**src/rtl/hcodec_pkg.sv**
```systemverilog
package hcodec_pkg;

    localparam int DATA_W  = 5;
    localparam int CHK_W   = 4;
    localparam int CODE_W  = DATA_W + CHK_W;
    localparam int SYN_W   = CHK_W;
    localparam int POS_W   = $clog2(CODE_W);
    localparam int SHORT_DATA_W = 4;
    localparam int SHORT_CHK_W  = 3;

    typedef enum logic {
        MODE_SHORT = 1'b0,
        MODE_LONG  = 1'b1
    } code_mode_e;

    typedef struct packed {
        logic [DATA_W-1:0] data;
        logic              corrected;
        logic              uncorrectable;
        logic [POS_W-1:0]  pos;
    } dec_result_t;

    function automatic int chk_len(code_mode_e m);
        return (m == MODE_SHORT) ? SHORT_CHK_W : CHK_W;
    endfunction

    function automatic int data_len(code_mode_e m);
        return (m == MODE_SHORT) ? SHORT_DATA_W : DATA_W;
    endfunction

    function automatic int code_len(code_mode_e m);
        return chk_len(m) + data_len(m);
    endfunction

    // Parity-check column for codeword position p (check bits sit low).
    function automatic logic [SYN_W-1:0] column(code_mode_e m, int p);
        logic [SYN_W-1:0] c;
        c = '0;
        if (m == MODE_SHORT) begin
            case (p)
                0: c = 4'b0001;
                1: c = 4'b0010;
                2: c = 4'b0100;
                3: c = 4'b0011;
                4: c = 4'b0101;
                5: c = 4'b0110;
                6: c = 4'b0111;
                default: c = '0;
            endcase
        end else begin
            case (p)
                0: c = 4'b0001;
                1: c = 4'b0010;
                2: c = 4'b0100;
                3: c = 4'b1000;
                4: c = 4'b0111;
                5: c = 4'b1011;
                6: c = 4'b1101;
                7: c = 4'b1110;
                8: c = 4'b1111;
                default: c = '0;
            endcase
        end
        return c;
    endfunction

    // Keep only the bits that belong to the selected code.
    function automatic logic [CODE_W-1:0] trim_word(code_mode_e m, logic [CODE_W-1:0] w);
        logic [CODE_W-1:0] t;
        t = '0;
        for (int p = 0; p < CODE_W; p++) begin
            if (p < code_len(m)) t[p] = w[p];
        end
        return t;
    endfunction

    function automatic logic [CODE_W-1:0] encode_word(code_mode_e m, logic [DATA_W-1:0] d);
        logic [SYN_W-1:0]  chk;
        logic [CODE_W-1:0] w;
        chk = '0;
        for (int i = 0; i < DATA_W; i++) begin
            if (i < data_len(m) && d[i]) chk ^= column(m, i + chk_len(m));
        end
        if (m == MODE_SHORT)
            w = {2'b00, d[SHORT_DATA_W-1:0], chk[SHORT_CHK_W-1:0]};
        else
            w = {d, chk};
        return w;
    endfunction

    function automatic logic [SYN_W-1:0] syndrome_of(code_mode_e m, logic [CODE_W-1:0] w);
        logic [SYN_W-1:0] s;
        s = '0;
        for (int p = 0; p < CODE_W; p++) begin
            if (p < code_len(m) && w[p]) s ^= column(m, p);
        end
        return s;
    endfunction

    function automatic logic [DATA_W-1:0] data_field(code_mode_e m, logic [CODE_W-1:0] w);
        if (m == MODE_SHORT)
            return {1'b0, w[SHORT_CHK_W +: SHORT_DATA_W]};
        return w[CHK_W +: DATA_W];
    endfunction

endpackage

```
**src/rtl/hc_encoder.sv**
```systemverilog
module hc_encoder
    import hcodec_pkg::*;
(
    input  logic              clk,
    input  logic              rst,
    input  code_mode_e        mode_i,
    input  logic              valid_i,
    input  logic [DATA_W-1:0] data_i,
    output logic              valid_o,
    output logic [CODE_W-1:0] code_o
);

    always_ff @(posedge clk) begin
        if (rst) begin
            valid_o <= 1'b0;
            code_o  <= '0;
        end else begin
            valid_o <= valid_i;
            if (valid_i) code_o <= encode_word(mode_i, data_i);
        end
    end

    a_r3_enc_latency: assert property (@(posedge clk) disable iff (rst)
        valid_i |=> valid_o);
    a_r3_enc_no_spurious: assert property (@(posedge clk) disable iff (rst)
        !valid_i |=> !valid_o);
    a_r1_short_layout: assert property (@(posedge clk) disable iff (rst)
        (valid_i && mode_i == MODE_SHORT) |=>
            (code_o[6:3] == $past(data_i[3:0]) && code_o[8:7] == 2'b00));
    a_r2_long_layout: assert property (@(posedge clk) disable iff (rst)
        (valid_i && mode_i == MODE_LONG) |=> (code_o[8:4] == $past(data_i)));

endmodule

```
**src/rtl/hc_syndrome.sv**
```systemverilog
module hc_syndrome
    import hcodec_pkg::*;
(
    input  code_mode_e        mode_i,
    input  logic [CODE_W-1:0] code_i,
    output logic [CODE_W-1:0] trimmed_o,
    output logic [SYN_W-1:0]  syn_o
);

    always_comb begin
        trimmed_o = trim_word(mode_i, code_i);
        syn_o     = syndrome_of(mode_i, trimmed_o);
    end

endmodule

```
**src/rtl/hc_locate.sv**
```systemverilog
module hc_locate
    import hcodec_pkg::*;
(
    input  code_mode_e       mode_i,
    input  logic [SYN_W-1:0] syn_i,
    output logic             hit_o,
    output logic [POS_W-1:0] pos_o
);

    logic [CODE_W-1:0] match;

    for (genvar p = 0; p < CODE_W; p++) begin : g_col
        assign match[p] = (syn_i != '0) && (p < code_len(mode_i)) &&
                          (syn_i == column(mode_i, p));
    end

    always_comb begin
        hit_o = |match;
        pos_o = '0;
        for (int p = 0; p < CODE_W; p++) begin
            if (match[p]) pos_o = POS_W'(p);
        end
    end

endmodule

```
**src/rtl/hc_decoder.sv**
```systemverilog
module hc_decoder
    import hcodec_pkg::*;
(
    input  logic              clk,
    input  logic              rst,
    input  code_mode_e        mode_i,
    input  logic              valid_i,
    input  logic [CODE_W-1:0] code_i,
    output logic              valid_o,
    output dec_result_t       res_o
);

    logic [CODE_W-1:0] trimmed;
    logic [SYN_W-1:0]  syn;
    logic              hit;
    logic [POS_W-1:0]  pos;
    dec_result_t       res_d;
    logic [CODE_W-1:0] flip;

    hc_syndrome u_syn (
        .mode_i    (mode_i),
        .code_i    (code_i),
        .trimmed_o (trimmed),
        .syn_o     (syn)
    );

    hc_locate u_loc (
        .mode_i (mode_i),
        .syn_i  (syn),
        .hit_o  (hit),
        .pos_o  (pos)
    );

    always_comb begin
        flip  = hit ? (CODE_W'(1) << pos) : '0;
        res_d.data          = data_field(mode_i, trimmed ^ flip);
        res_d.corrected     = hit;
        res_d.uncorrectable = (syn != '0) && !hit;
        res_d.pos           = hit ? pos : '0;
    end

    always_ff @(posedge clk) begin
        if (rst) begin
            valid_o <= 1'b0;
            res_o   <= '0;
        end else begin
            valid_o <= valid_i;
            if (valid_i) res_o <= res_d;
        end
    end

    a_r3_dec_latency: assert property (@(posedge clk) disable iff (rst)
        valid_i |=> valid_o);
    a_r6_clean_no_flags: assert property (@(posedge clk) disable iff (rst)
        (valid_i && syn == '0) |=> (!res_o.corrected && !res_o.uncorrectable));
    a_r8_flags_exclusive: assert property (@(posedge clk) disable iff (rst)
        valid_o |-> !(res_o.corrected && res_o.uncorrectable));
    a_r9_short_never_uncorr: assert property (@(posedge clk) disable iff (rst)
        (valid_i && mode_i == MODE_SHORT) |=> (!res_o.uncorrectable && !res_o.data[4]));
    a_r7_pos_in_range: assert property (@(posedge clk) disable iff (rst)
        (valid_o && res_o.corrected) |-> (int'(res_o.pos) < CODE_W));

endmodule

```
**src/rtl/hamming_codec.sv**
```systemverilog
module hamming_codec
    import hcodec_pkg::*;
(
    input  logic              clk,
    input  logic              rst,
    input  logic              mode_i,
    input  logic              enc_valid_i,
    input  logic [DATA_W-1:0] enc_data_i,
    output logic              enc_valid_o,
    output logic [CODE_W-1:0] enc_code_o,
    input  logic              dec_valid_i,
    input  logic [CODE_W-1:0] dec_code_i,
    output logic              dec_valid_o,
    output logic [DATA_W-1:0] dec_data_o,
    output logic              dec_corrected_o,
    output logic              dec_uncorrectable_o,
    output logic [POS_W-1:0]  dec_pos_o
);

    code_mode_e  mode;
    dec_result_t dres;

    assign mode = code_mode_e'(mode_i);

    hc_encoder u_enc (
        .clk     (clk),
        .rst     (rst),
        .mode_i  (mode),
        .valid_i (enc_valid_i),
        .data_i  (enc_data_i),
        .valid_o (enc_valid_o),
        .code_o  (enc_code_o)
    );

    hc_decoder u_dec (
        .clk     (clk),
        .rst     (rst),
        .mode_i  (mode),
        .valid_i (dec_valid_i),
        .code_i  (dec_code_i),
        .valid_o (dec_valid_o),
        .res_o   (dres)
    );

    assign dec_data_o          = dres.data;
    assign dec_corrected_o     = dres.corrected;
    assign dec_uncorrectable_o = dres.uncorrectable;
    assign dec_pos_o           = dres.pos;

    a_r11_reset_quiet: assert property (@(posedge clk)
        $past(rst) |-> (!enc_valid_o && !dec_valid_o && enc_code_o == '0 && dec_pos_o == '0));

endmodule

```
**config.mk**
```make
export PLATFORM = sky130hd
export DESIGN_NAME = hamming_codec
export DESIGN_NICKNAME = d
export VERILOG_FILES = /design/src/rtl/hcodec_pkg.sv /design/src/rtl/hc_encoder.sv /design/src/rtl/hc_syndrome.sv /design/src/rtl/hc_locate.sv /design/src/rtl/hc_decoder.sv /design/src/rtl/hamming_codec.sv
export SDC_FILE = /design/constraint.sdc
export NUM_CORES = 1
export LEC_CHECK = 0
export ABC_AREA = 1
export ABC_CLOCK_PERIOD_IN_PS = 1810
export BUFFER_PORTS_ARGS = -buffer_cell sky130_fd_sc_hd__buf_4
export CORE_ASPECT_RATIO = 1.1
export CORE_MARGIN = 5
export CORE_UTILIZATION = 51
export CTS_BUF_LIST = sky130_fd_sc_hd__clkbuf_8
export DETAILED_ROUTE_END_ITERATION = 8
export PLACE_DENSITY = 0.82
export SETUP_SLACK_MARGIN = 0.5
export SLEW_MARGIN = 40
export SYNTH_ARGS = -nofsm -noshare
export SYNTH_HDL_FRONTEND = slang
export SYNTH_SLANG_ARGS = --single-unit
```
**constraint.sdc**
```tcl
create_clock -name clk -period 1.81 [get_ports clk]
set_clock_uncertainty 0.2 [all_clocks]
set_input_delay 0.181 -clock clk [delete_from_list [all_inputs] [get_ports clk]]
set_output_delay 0.181 -clock clk [all_outputs]
set_load 0.02 [all_outputs]
```
==> results of run 1 <==
state kept, by name, summed over array words and instances (netlist names):
register	flops
u_enc.code_o	9
u_dec.res_o	11
u_dec.valid_o	1
u_enc.valid_o	1
stage by stage:
step | setup WS [ns] | util | cell area [sq um]
floorplan | 0.0677 | - | 1900
global placement | -0.0963 | 0.675 | 2300
detailed placement | -0.117 | 0.675 | 2300
CTS | 0.266 | 0.797 | 2720
global route | -0.131 | 0.876 | 2990
finish | -0.0484 | 0.876 | 2990
cells in the mapped netlist:
cell	number	area [sq um]
xor2_1	5	43.8
clkinv_1	2	7.51
a21oi_2	2	17.5
dfxtp_1	22	440
o211ai_1	4	30.0
nand4_1	4	25.0
nand3_1	30	150
clkbuf_1	3	11.3
buf_12	2	40.0
o21a_1	1	7.51
nor3_1	2	10.0
o31ai_2	1	12.5
nand2_4	15	169
nor2_2	2	12.5
a31oi_1	1	6.26
inv_6	1	8.76
o21ai_0	8	40.0
nor2_4	5	56.3
nand3_4	2	35.0
clkbuf_4	1	7.51
inv_2	6	22.5
nor2_1	11	41.3
buf_2	1	5.00
nand3_2	6	60.1
nand3b_2	1	11.3
inv_1	20	75.1
buf_6	1	11.3
o21ai_1	3	15.0
mux2i_1	3	30.0
xnor2_1	4	35.0
a21oi_1	10	50.1
nand2_2	12	75.1
nand2_1	73	274
logic make-up after synthesis:
family	Yosys count	share of synthesized area
AO/OA/AOI/OAI	30	0.0974
XOR/XNOR	9	0.0429
buffers and inverters	37	0.103
flip-flops	22	0.240
multiplexers	3	0.0163
AND/OR/NAND/NOR	163	0.501
worst reg2reg max path: stages (launching register included):
cell and delay [ns]:
dfxtp_1 0.32, o21ai_0 0.26, a21oi_2 0.05
power by group through the flow:
stage               clock (W)  combinational, W  sequential [W]
finish               0.000352          0.000978        0.000547
global route         0.000368           0.00103        0.000551
CTS                  0.000353          0.000804        0.000544
detailed placement          0          0.000675        0.000555
global placement            0          0.000663        0.000554
floorplan                   0          0.000433        0.000602
what timing repair did:
| action | CTS | global route |
|---|---|---|
| resized for setup | 82 | 50 |
| buffers inserted | 4 | 6 |
| pin swaps | 39 | 35 |
| endpoints found under the setup margin | 11 | 11 |
| hold endpoints to repair | 3 | 0 |
| cloned | 1 | 0 |
path summary, 6_finish.rpt:
| check | startpoint | to | depth (start not counted) |
|---|---|---|---|
| worst max register to register | u_dec.res_o[2] | u_dec.res_o[2] | 2 |
| worst max-delay path | dec_code_i[5] | u_dec.res_o[9] | 17 |
| worst min-delay path | rst | u_dec.res_o[5] | 2 |
| worst min register to register | u_enc.code_o[5] | u_enc.code_o[5] | 2 |
metal layers:
metal  vias to the layer above  share of wire  track usage
met1                      1050           0.35        0.269
met3                        75          0.081       0.0370
met5                         -              0            0
met4                         0          0.079       0.0901
li1                        986              -            -
met2                       184           0.49        0.450
final cells by class:
class	instances	area, sq um
clock buffer	4	55.1
fill	178	423
inverter	29	159
multi-input combinational	205	1650
sequential	22	440
tap	48	60.1
timing repair buffer	70	623
==> metrics.txt, run 1 <==
# TYPE chip_impl_metric gauge
chip_impl_info{name="run_status",value="finished, violations left"} 1
chip_impl_info{name="violations_in_the_final_reports",value="design-rule violations, negative setup slack"} 1
chip_impl_info{name="ctsRootBufferMaster",value="clkbuf_8"} 1
chip_impl_metric{name="power_density",unit="nW/um^2"} 628
chip_impl_metric{name="power.total",unit="W"} 0.00188
chip_impl_metric{name="worstPathArrival",unit="ns"} 1.82
chip_impl_info{name="most_used_cells_in_the_layout_excluding_fill_and_tap_cells",value="60 x buf_4, 38 x nand2_1, 31 x nand2_4"} 1
chip_impl_metric{name="largest_net_degree_at_the_start_of_global_routing",unit=""} 15
chip_impl_metric{name="routed_via_density",unit=""} 6.07
chip_impl_metric{name="hold_violation_total_from_the_final_report",unit=""} 0
chip_impl_metric{name="seq_power_share",unit=""} 0.292
chip_impl_metric{name="final-instance-count-excl-fill",unit=""} 378
chip_impl_metric{name="n_antenna_cell",unit=""} 0
chip_impl_metric{name="initial_utilization",unit=""} 0.538
chip_impl_metric{name="clk_transition_reported_paths",unit="ns"} 0.08
chip_impl_metric{name="rrSetupSlack",unit="ns"} 0.86
chip_impl_metric{name="cp_data_required_time",unit="ns"} 1.77
chip_impl_metric{name="finalSetupViolations",unit=""} 1
chip_impl_info{name="critical-path-top-delay-family",value="simple AND/OR/NAND/NOR gates"} 1
chip_impl_info{name="grt_setup_unrepaired",value="true"} 1
chip_impl_metric{name="mean_area_per_synthesized_cell",unit="sq um"} 6.96
chip_impl_metric{name="clock_path_buffers",unit=""} 2
chip_impl_metric{name="swShare",unit=""} 0.415
chip_impl_metric{name="detailed_place_hpwl",unit="um"} 3620
chip_impl_info{name="cts_tree",value="built"} 1
chip_impl_metric{name="grt.total_usage",unit=""} 0.241
chip_impl_metric{name="setup_slack",unit="ns"} -0.0484
chip_impl_info{name="critical_path.startpoint_type",value="primary input"} 1
chip_impl_metric{name="die_height",unit="um"} 72.9
chip_impl_metric{name="max-cap-violations",unit=""} 0
chip_impl_metric{name="fin_tns_setup",unit="ns"} -0.0484
chip_impl_metric{name="synth_nets",unit=""} 283
chip_impl_metric{name="crit_buf_inv",unit=""} 4
chip_impl_metric{name="grt_pass1_vias",unit=""} 2069
chip_impl_metric{name="drtAntennaViolNets",unit=""} 0
chip_impl_metric{name="antenna_found_initial",unit=""} 0
chip_impl_metric{name="finalHoldWorstSlack",unit="ns"} 0.0173
chip_impl_metric{name="switchingPower",unit="W"} 0.000778
chip_impl_info{name="critical_path_class",value="in2reg"} 1
chip_impl_metric{name="dr.first_iter.drc_count",unit=""} 242
chip_impl_metric{name="period_minus_slack",unit="ns"} 1.86
chip_impl_metric{name="placedCellCount",unit=""} 363
chip_impl_info{name="hp-class",value="in2reg"} 1
chip_impl_metric{name="cts_buf_count",unit=""} 3
chip_impl_metric{name="syn-instance-count",unit=""} 264
chip_impl_metric{name="row_count",unit=""} 22
chip_impl_metric{name="max_slew_margin",unit=""} 0.735
chip_impl_metric{name="port_buffers",unit=""} 40
chip_impl_metric{name="total_leakage_power",unit="nW"} 1.45
chip_impl_info{name="crit_slowest_cell",value="buf_6"} 1
chip_impl_metric{name="design.final.nets",unit=""} 350
chip_impl_metric{name="via_count",unit=""} 2295
chip_impl_metric{name="drt_pass1_iterations",unit=""} 7
chip_impl_metric{name="synth_seq_area_share",unit=""} 0.240
chip_impl_metric{name="power_frac_comb",unit=""} 0.521
chip_impl_metric{name="die-area",unit="sq um"} 4900
chip_impl_metric{name="clk-insertion-delay-late",unit="ns"} 0.26
chip_impl_metric{name="ys_warn_count",unit=""} 0
chip_impl_info{name="mostFrequentLayoutCell",value="buf_4"} 1
chip_impl_metric{name="internal-power",unit="W"} 0.00110
chip_impl_metric{name="place.gp.congestion",unit=""} 0.844
chip_impl_metric{name="synth.distinct_cells",unit=""} 33
chip_impl_metric{name="remaining_drc_errors",unit=""} 1
chip_impl_metric{name="core-area",unit="sq um"} 3410
chip_impl_info{name="end_kind",value="flip-flop"} 1
chip_impl_metric{name="final-max-slew-violation-count",unit=""} 0
chip_impl_metric{name="drt-wirelength-per-cell",unit="um"} 20.4
chip_impl_metric{name="critPathMaxStageDelay",unit="ns"} 0.14
chip_impl_info{name="crit_path_cell_trace",value="buf_6 -> inv_4 -> nand2_2 -> nand2_1 -> nand2_2 -> nand2_2 -> nand2_2 -> nand3_4 -> nand2_1 -> inv_2 -> nand3_4 -> nand2_2 -> nand2_1 -> nand2_1 -> nand2_1 -> o21ai_1 -> inv_1"} 1
chip_impl_metric{name="gr-total-overflow",unit=""} 0
chip_impl_metric{name="fp.dieW",unit="um"} 67.2
chip_impl_metric{name="wire_length_of_the_first_global_routing_pass",unit="um"} 9240
chip_impl_metric{name="io_pins",unit=""} 41
chip_impl_metric{name="finalCritPeriodShare",unit=""} 1.03
chip_impl_metric{name="worstMarginPinSlew",unit="ns"} 0.394
chip_impl_metric{name="post_route_cells_drive_above_1_share",unit=""} 0.609
chip_impl_metric{name="peak_fanout_along_the_critical_path",unit=""} 7
chip_impl_metric{name="clock_sinks",unit=""} 22
chip_impl_metric{name="power.share.clock",unit=""} 0.188
chip_impl_metric{name="drt_wl_total",unit="um"} 7700
chip_impl_metric{name="vdd_ir_drop_max",unit="uV"} 407
chip_impl_metric{name="achievable_clock_frequency",unit="MHz"} 538
chip_impl_metric{name="h-tree-depth",unit=""} 1
chip_impl_metric{name="post_synth_instance_area",unit="sq um"} 1840
chip_impl_metric{name="area_growth_syn_to_layout",unit="%"} 62.8
chip_impl_metric{name="synthesized_flop_and_latch_total",unit=""} 22
No activity file was read; power rests on OpenSTA's default activity.
==> run 2: changes to the inputs <==
- ABC_AREA: 1 -> 0
- ABC_CLOCK_PERIOD_IN_PS: 1810 -> unset
- CORE_UTILIZATION: 51 -> 52
==> run 2 against run 1 <==
Net effect:
- clock power up 1%
- the flow finishes with violations (negative setup slack)
- fmax down 21%
- die area up 13%
- sequential power up 2%
- sequential share of layout area down 1.7 points
- worst setup slack worse by 0.51 ns
- clock-buffer cell count unchanged
==> metrics.txt, run 2 <==
# TYPE chip_impl_metric gauge
chip_impl_metric{name="max-cap-violations",unit=""} 0
chip_impl_metric{name="finalHoldWorstSlack",unit="ns"} 0.0206
chip_impl_metric{name="remaining_drc_errors",unit=""} 0
chip_impl_metric{name="clock_path_buffers",unit=""} 2
chip_impl_metric{name="crit_cells",unit=""} 10
chip_impl_info{name="yosys.cell_count.top_type",value="nor2_1"} 1
chip_impl_metric{name="design.final.nets",unit=""} 385
chip_impl_metric{name="dr.first_iter.drc_count",unit=""} 179
chip_impl_metric{name="crit_buf_inv",unit=""} 3
chip_impl_metric{name="wire_length_of_the_first_global_routing_pass",unit="um"} 11800
chip_impl_metric{name="internal-power",unit="W"} 0.00156
chip_impl_info{name="netlist_top_cells_area",value="dfxtp_1 20%, xnor2_1 8.9%, a21oi_1 5.3%, nor2_1 4.9%, xnor3_2 3.3%"} 1
chip_impl_info{name="regMostFlops",value="u_dec.res_o"} 1
chip_impl_metric{name="max_slew_margin",unit=""} 0.709
chip_impl_metric{name="swShare",unit=""} 0.399
chip_impl_metric{name="routed_via_density",unit=""} 6.11
chip_impl_metric{name="largest_reg_flops",unit=""} 11
chip_impl_metric{name="power_frac_comb",unit=""} 0.647
chip_impl_info{name="mostFrequentLayoutCell",value="buf_4"} 1
chip_impl_metric{name="placed_cell_area",unit="sq um"} 2980
chip_impl_metric{name="r2r_cells",unit=""} 3
chip_impl_metric{name="io_pins",unit=""} 41
chip_impl_metric{name="rrSetupSlack",unit="ns"} 0.73
chip_impl_metric{name="power.share.clock",unit=""} 0.137
chip_impl_metric{name="mean_area_per_synthesized_cell",unit="sq um"} 8.15
chip_impl_metric{name="finalCritPeriodShare",unit=""} 1.31
chip_impl_metric{name="synth.distinct_cells",unit=""} 62
chip_impl_metric{name="asyncSetResetFlopFracSynth",unit=""} 0
chip_impl_info{name="critical_path_class",value="in2reg"} 1
chip_impl_metric{name="synthesized_flop_and_latch_total",unit=""} 22
chip_impl_metric{name="cts_buf_count",unit=""} 3
chip_impl_metric{name="fp.dieW",unit="um"} 71.4
chip_impl_info{name="critical-path-top-delay-family",value="XOR/XNOR gates"} 1
chip_impl_metric{name="achievable_clock_frequency",unit="MHz"} 423
chip_impl_metric{name="vdd_ir_drop_max",unit="uV"} 450
chip_impl_info{name="crit_path_cell_trace",value="buf_8 -> xnor3_2 -> xor2_4 -> buf_6 -> or4_4 -> a21boi_2 -> buf_4 -> a211oi_4 -> o2111ai_1 -> nand2_1"} 1
chip_impl_metric{name="clk-insertion-delay-late",unit="ns"} 0.26
chip_impl_metric{name="worst_hold_path.num_cells",unit=""} 3
chip_impl_info{name="hp-class",value="in2reg"} 1
chip_impl_metric{name="fin_tns_setup",unit="ns"} -4.58
chip_impl_info{name="end_kind",value="flip-flop"} 1
chip_impl_info{name="cts_tree",value="built"} 1
chip_impl_metric{name="gr-total-overflow",unit=""} 0
chip_impl_metric{name="place.gp.congestion",unit=""} 0.947
chip_impl_metric{name="clk_transition_reported_paths",unit="ns"} 0.08
chip_impl_metric{name="setup_slack",unit="ns"} -0.554
chip_impl_metric{name="hold_violation_total_from_the_final_report",unit=""} 0
chip_impl_info{name="layout_top_registers",value="u_dec.res_o x11, u_enc.code_o x9"} 1
chip_impl_metric{name="placedCellCount",unit=""} 395
chip_impl_metric{name="final-max-slew-violation-count",unit=""} 0
chip_impl_metric{name="clock_sinks",unit=""} 22
chip_impl_metric{name="detailed_place_hpwl",unit="um"} 5140
chip_impl_metric{name="drt-wirelength-per-cell",unit="um"} 19.7
chip_impl_metric{name="final_design_area_no_fill",unit="sq um"} 3390
chip_impl_metric{name="synth_nets",unit=""} 284
chip_impl_metric{name="peak_fanout_along_the_critical_path",unit=""} 4
chip_impl_metric{name="worstPathArrival",unit="ns"} 2.32
chip_impl_metric{name="die-area",unit="sq um"} 5540
chip_impl_info{name="critical_path.startpoint_type",value="primary input"} 1
chip_impl_metric{name="worstMarginPinSlew",unit="ns"} 0.434
chip_impl_metric{name="drt_pass1_iterations",unit=""} 5
chip_impl_info{name="crit_slowest_cell",value="xnor3_2"} 1
chip_impl_metric{name="seq_power_share",unit=""} 0.216
chip_impl_metric{name="power.total",unit="W"} 0.00260
chip_impl_info{name="run_status",value="finished, violations left"} 1
chip_impl_metric{name="final-instance-count-excl-fill",unit=""} 417
chip_impl_metric{name="grt.total_usage",unit=""} 0.267
chip_impl_metric{name="ys_warn_count",unit=""} 0
chip_impl_info{name="most_used_cells_in_the_layout_excluding_fill_and_tap_cells",value="102 x buf_4, 24 x nor2_1, 22 x dfxtp_1"} 1
chip_impl_metric{name="fill_cells",unit=""} 225
chip_impl_metric{name="via_count",unit=""} 2548
chip_impl_info{name="ctsRootBufferMaster",value="clkbuf_8"} 1
chip_impl_info{name="synth_ff_type",value="dfxtp_1"} 1
chip_impl_metric{name="finalSetupViolations",unit=""} 11
chip_impl_metric{name="core-area",unit="sq um"} 3990
chip_impl_metric{name="n_antenna_cell",unit=""} 0
chip_impl_metric{name="grt_pass1_vias",unit=""} 2454
chip_impl_metric{name="row_count",unit=""} 24
chip_impl_metric{name="total_leakage_power",unit="nW"} 1.42
chip_impl_metric{name="switchingPower",unit="W"} 0.00104
chip_impl_metric{name="postCtsHoldBufs",unit=""} 0
chip_impl_metric{name="critPathMaxStageDelay",unit="ns"} 0.53
chip_impl_metric{name="drt_wl_total",unit="um"} 8240
chip_impl_metric{name="largest_net_degree_at_the_start_of_global_routing",unit=""} 21
chip_impl_info{name="grt_setup_unrepaired",value="true"} 1
chip_impl_metric{name="period_minus_slack",unit="ns"} 2.36
chip_impl_metric{name="h-tree-depth",unit=""} 1
chip_impl_metric{name="port_buffers",unit=""} 40
chip_impl_metric{name="share_of_yosys_cell_area_claimed_by_the_top_area_cell_type",unit=""} 0.204
chip_impl_metric{name="power_density",unit="nW/um^2"} 765
chip_impl_metric{name="initial_utilization",unit=""} 0.541
chip_impl_metric{name="die_height",unit="um"} 77.6
chip_impl_metric{name="post_synth_instance_area",unit="sq um"} 2160
chip_impl_metric{name="post_route_cells_drive_above_1_share",unit=""} 0.490
chip_impl_info{name="netlist_top_cells_count",value="28 x nor2_1, 23 x a21oi_1, 22 x dfxtp_1, 22 x xnor2_1, 17 x nand2_1"} 1
chip_impl_metric{name="syn-instance-count",unit=""} 265
chip_impl_metric{name="area_growth_syn_to_layout",unit="%"} 57.1
chip_impl_metric{name="synth_seq_area_share",unit=""} 0.204
chip_impl_metric{name="synth_enable_flop_cells",unit=""} 0
chip_impl_metric{name="cp_data_required_time",unit="ns"} 1.77
chip_impl_info{name="violations_in_the_final_reports",value="negative setup slack"} 1
chip_impl_info{name="synth_largest_area_cell",value="dfxtp_1"} 1
chip_impl_metric{name="antenna_found_initial",unit=""} 0
chip_impl_metric{name="drtAntennaViolNets",unit=""} 0
run 2: changes by cell type in the layout (fill, tap and decap cells not counted), sizes merged, moves of 8 or more:
cell    change
buf        +46
nand2      -83
inv        -18
a21oi      +11
nand3      -26
nand2b      +8
xnor2      +22
nor2       +10
run 2: metrics by stage:
step	utilization	worst slack, ns
3_3_place_gp	0.747	-0.696
4_1_cts	0.815	-0.464
5_1_grt	0.850	-0.571
2_1_floorplan	-	-0.665
3_5_place_dp	0.747	-0.750
6_report	0.850	-0.554
run 2: logic make-up (layout without fill, tap and decap cells):
| family | after synthesis | in the layout | share of synthesized area |
|---|---|---|---|
| XOR/XNOR | 40 | 40 | 0.228 |
| multiplexers | 11 | 11 | 0.0678 |
| buffers and inverters | 26 | 126 | 0.0603 |
| AO/OA/AOI/OAI | 70 | 70 | 0.221 |
| AND/OR/NAND/NOR | 96 | 96 | 0.218 |
| flip-flops | 22 | 22 | 0.204 |
run 2: layer usage:
layer  global-route usage  vias up  wire length (um)
li1                     -     1151                 -
met2                0.488      167              4170
met3               0.0310       54               574
met1                0.297     1176              2880
met4                0.139        0               614
met5                    0        -                 0
run 2: tightest hold or removal path, cell delays in order:
cell and delay, ns:
buf_4 0.14, nand3_2 0.07, a21oi_1 0.06
run 2: timing repair:
item,4_1_cts,5_1_grt
endpoints found under the setup margin,14,14
pin swaps,21,12
resized for setup,28,20
buffers inserted,12,6
gates cloned,0,0
run 2: power groups by stage:
stage                     registers, W  clock network, W  logic [W]
final                         0.000560          0.000356    0.00168
after floorplan               0.000628                 0   0.000775
after CTS                     0.000558          0.000356    0.00151
after detailed placement      0.000570                 0    0.00135
after global placement        0.000568                 0    0.00132
after global routing          0.000565          0.000380    0.00176
run 2: cell type report:
cell class | count | area, sq um | area share
clock buffer | 4 | 55.1 | 0.0162
inverter | 6 | 22.5 | 0.00664
multi-input combinational | 217 | 1860 | 0.547
sequential | 22 | 440 | 0.130
tap | 52 | 65.1 | 0.0192
timing repair buffer | 116 | 953 | 0.281
run 2: path summary, 6_finish.rpt:
path                                     start               to
worst max-delay path             dec_code_i[4]   u_dec.res_o[6]
worst min-delay path             enc_data_i[4]  u_enc.code_o[8]
worst max register to register  u_dec.res_o[6]   u_dec.res_o[6]
worst min register to register  u_dec.res_o[1]   u_dec.res_o[1]
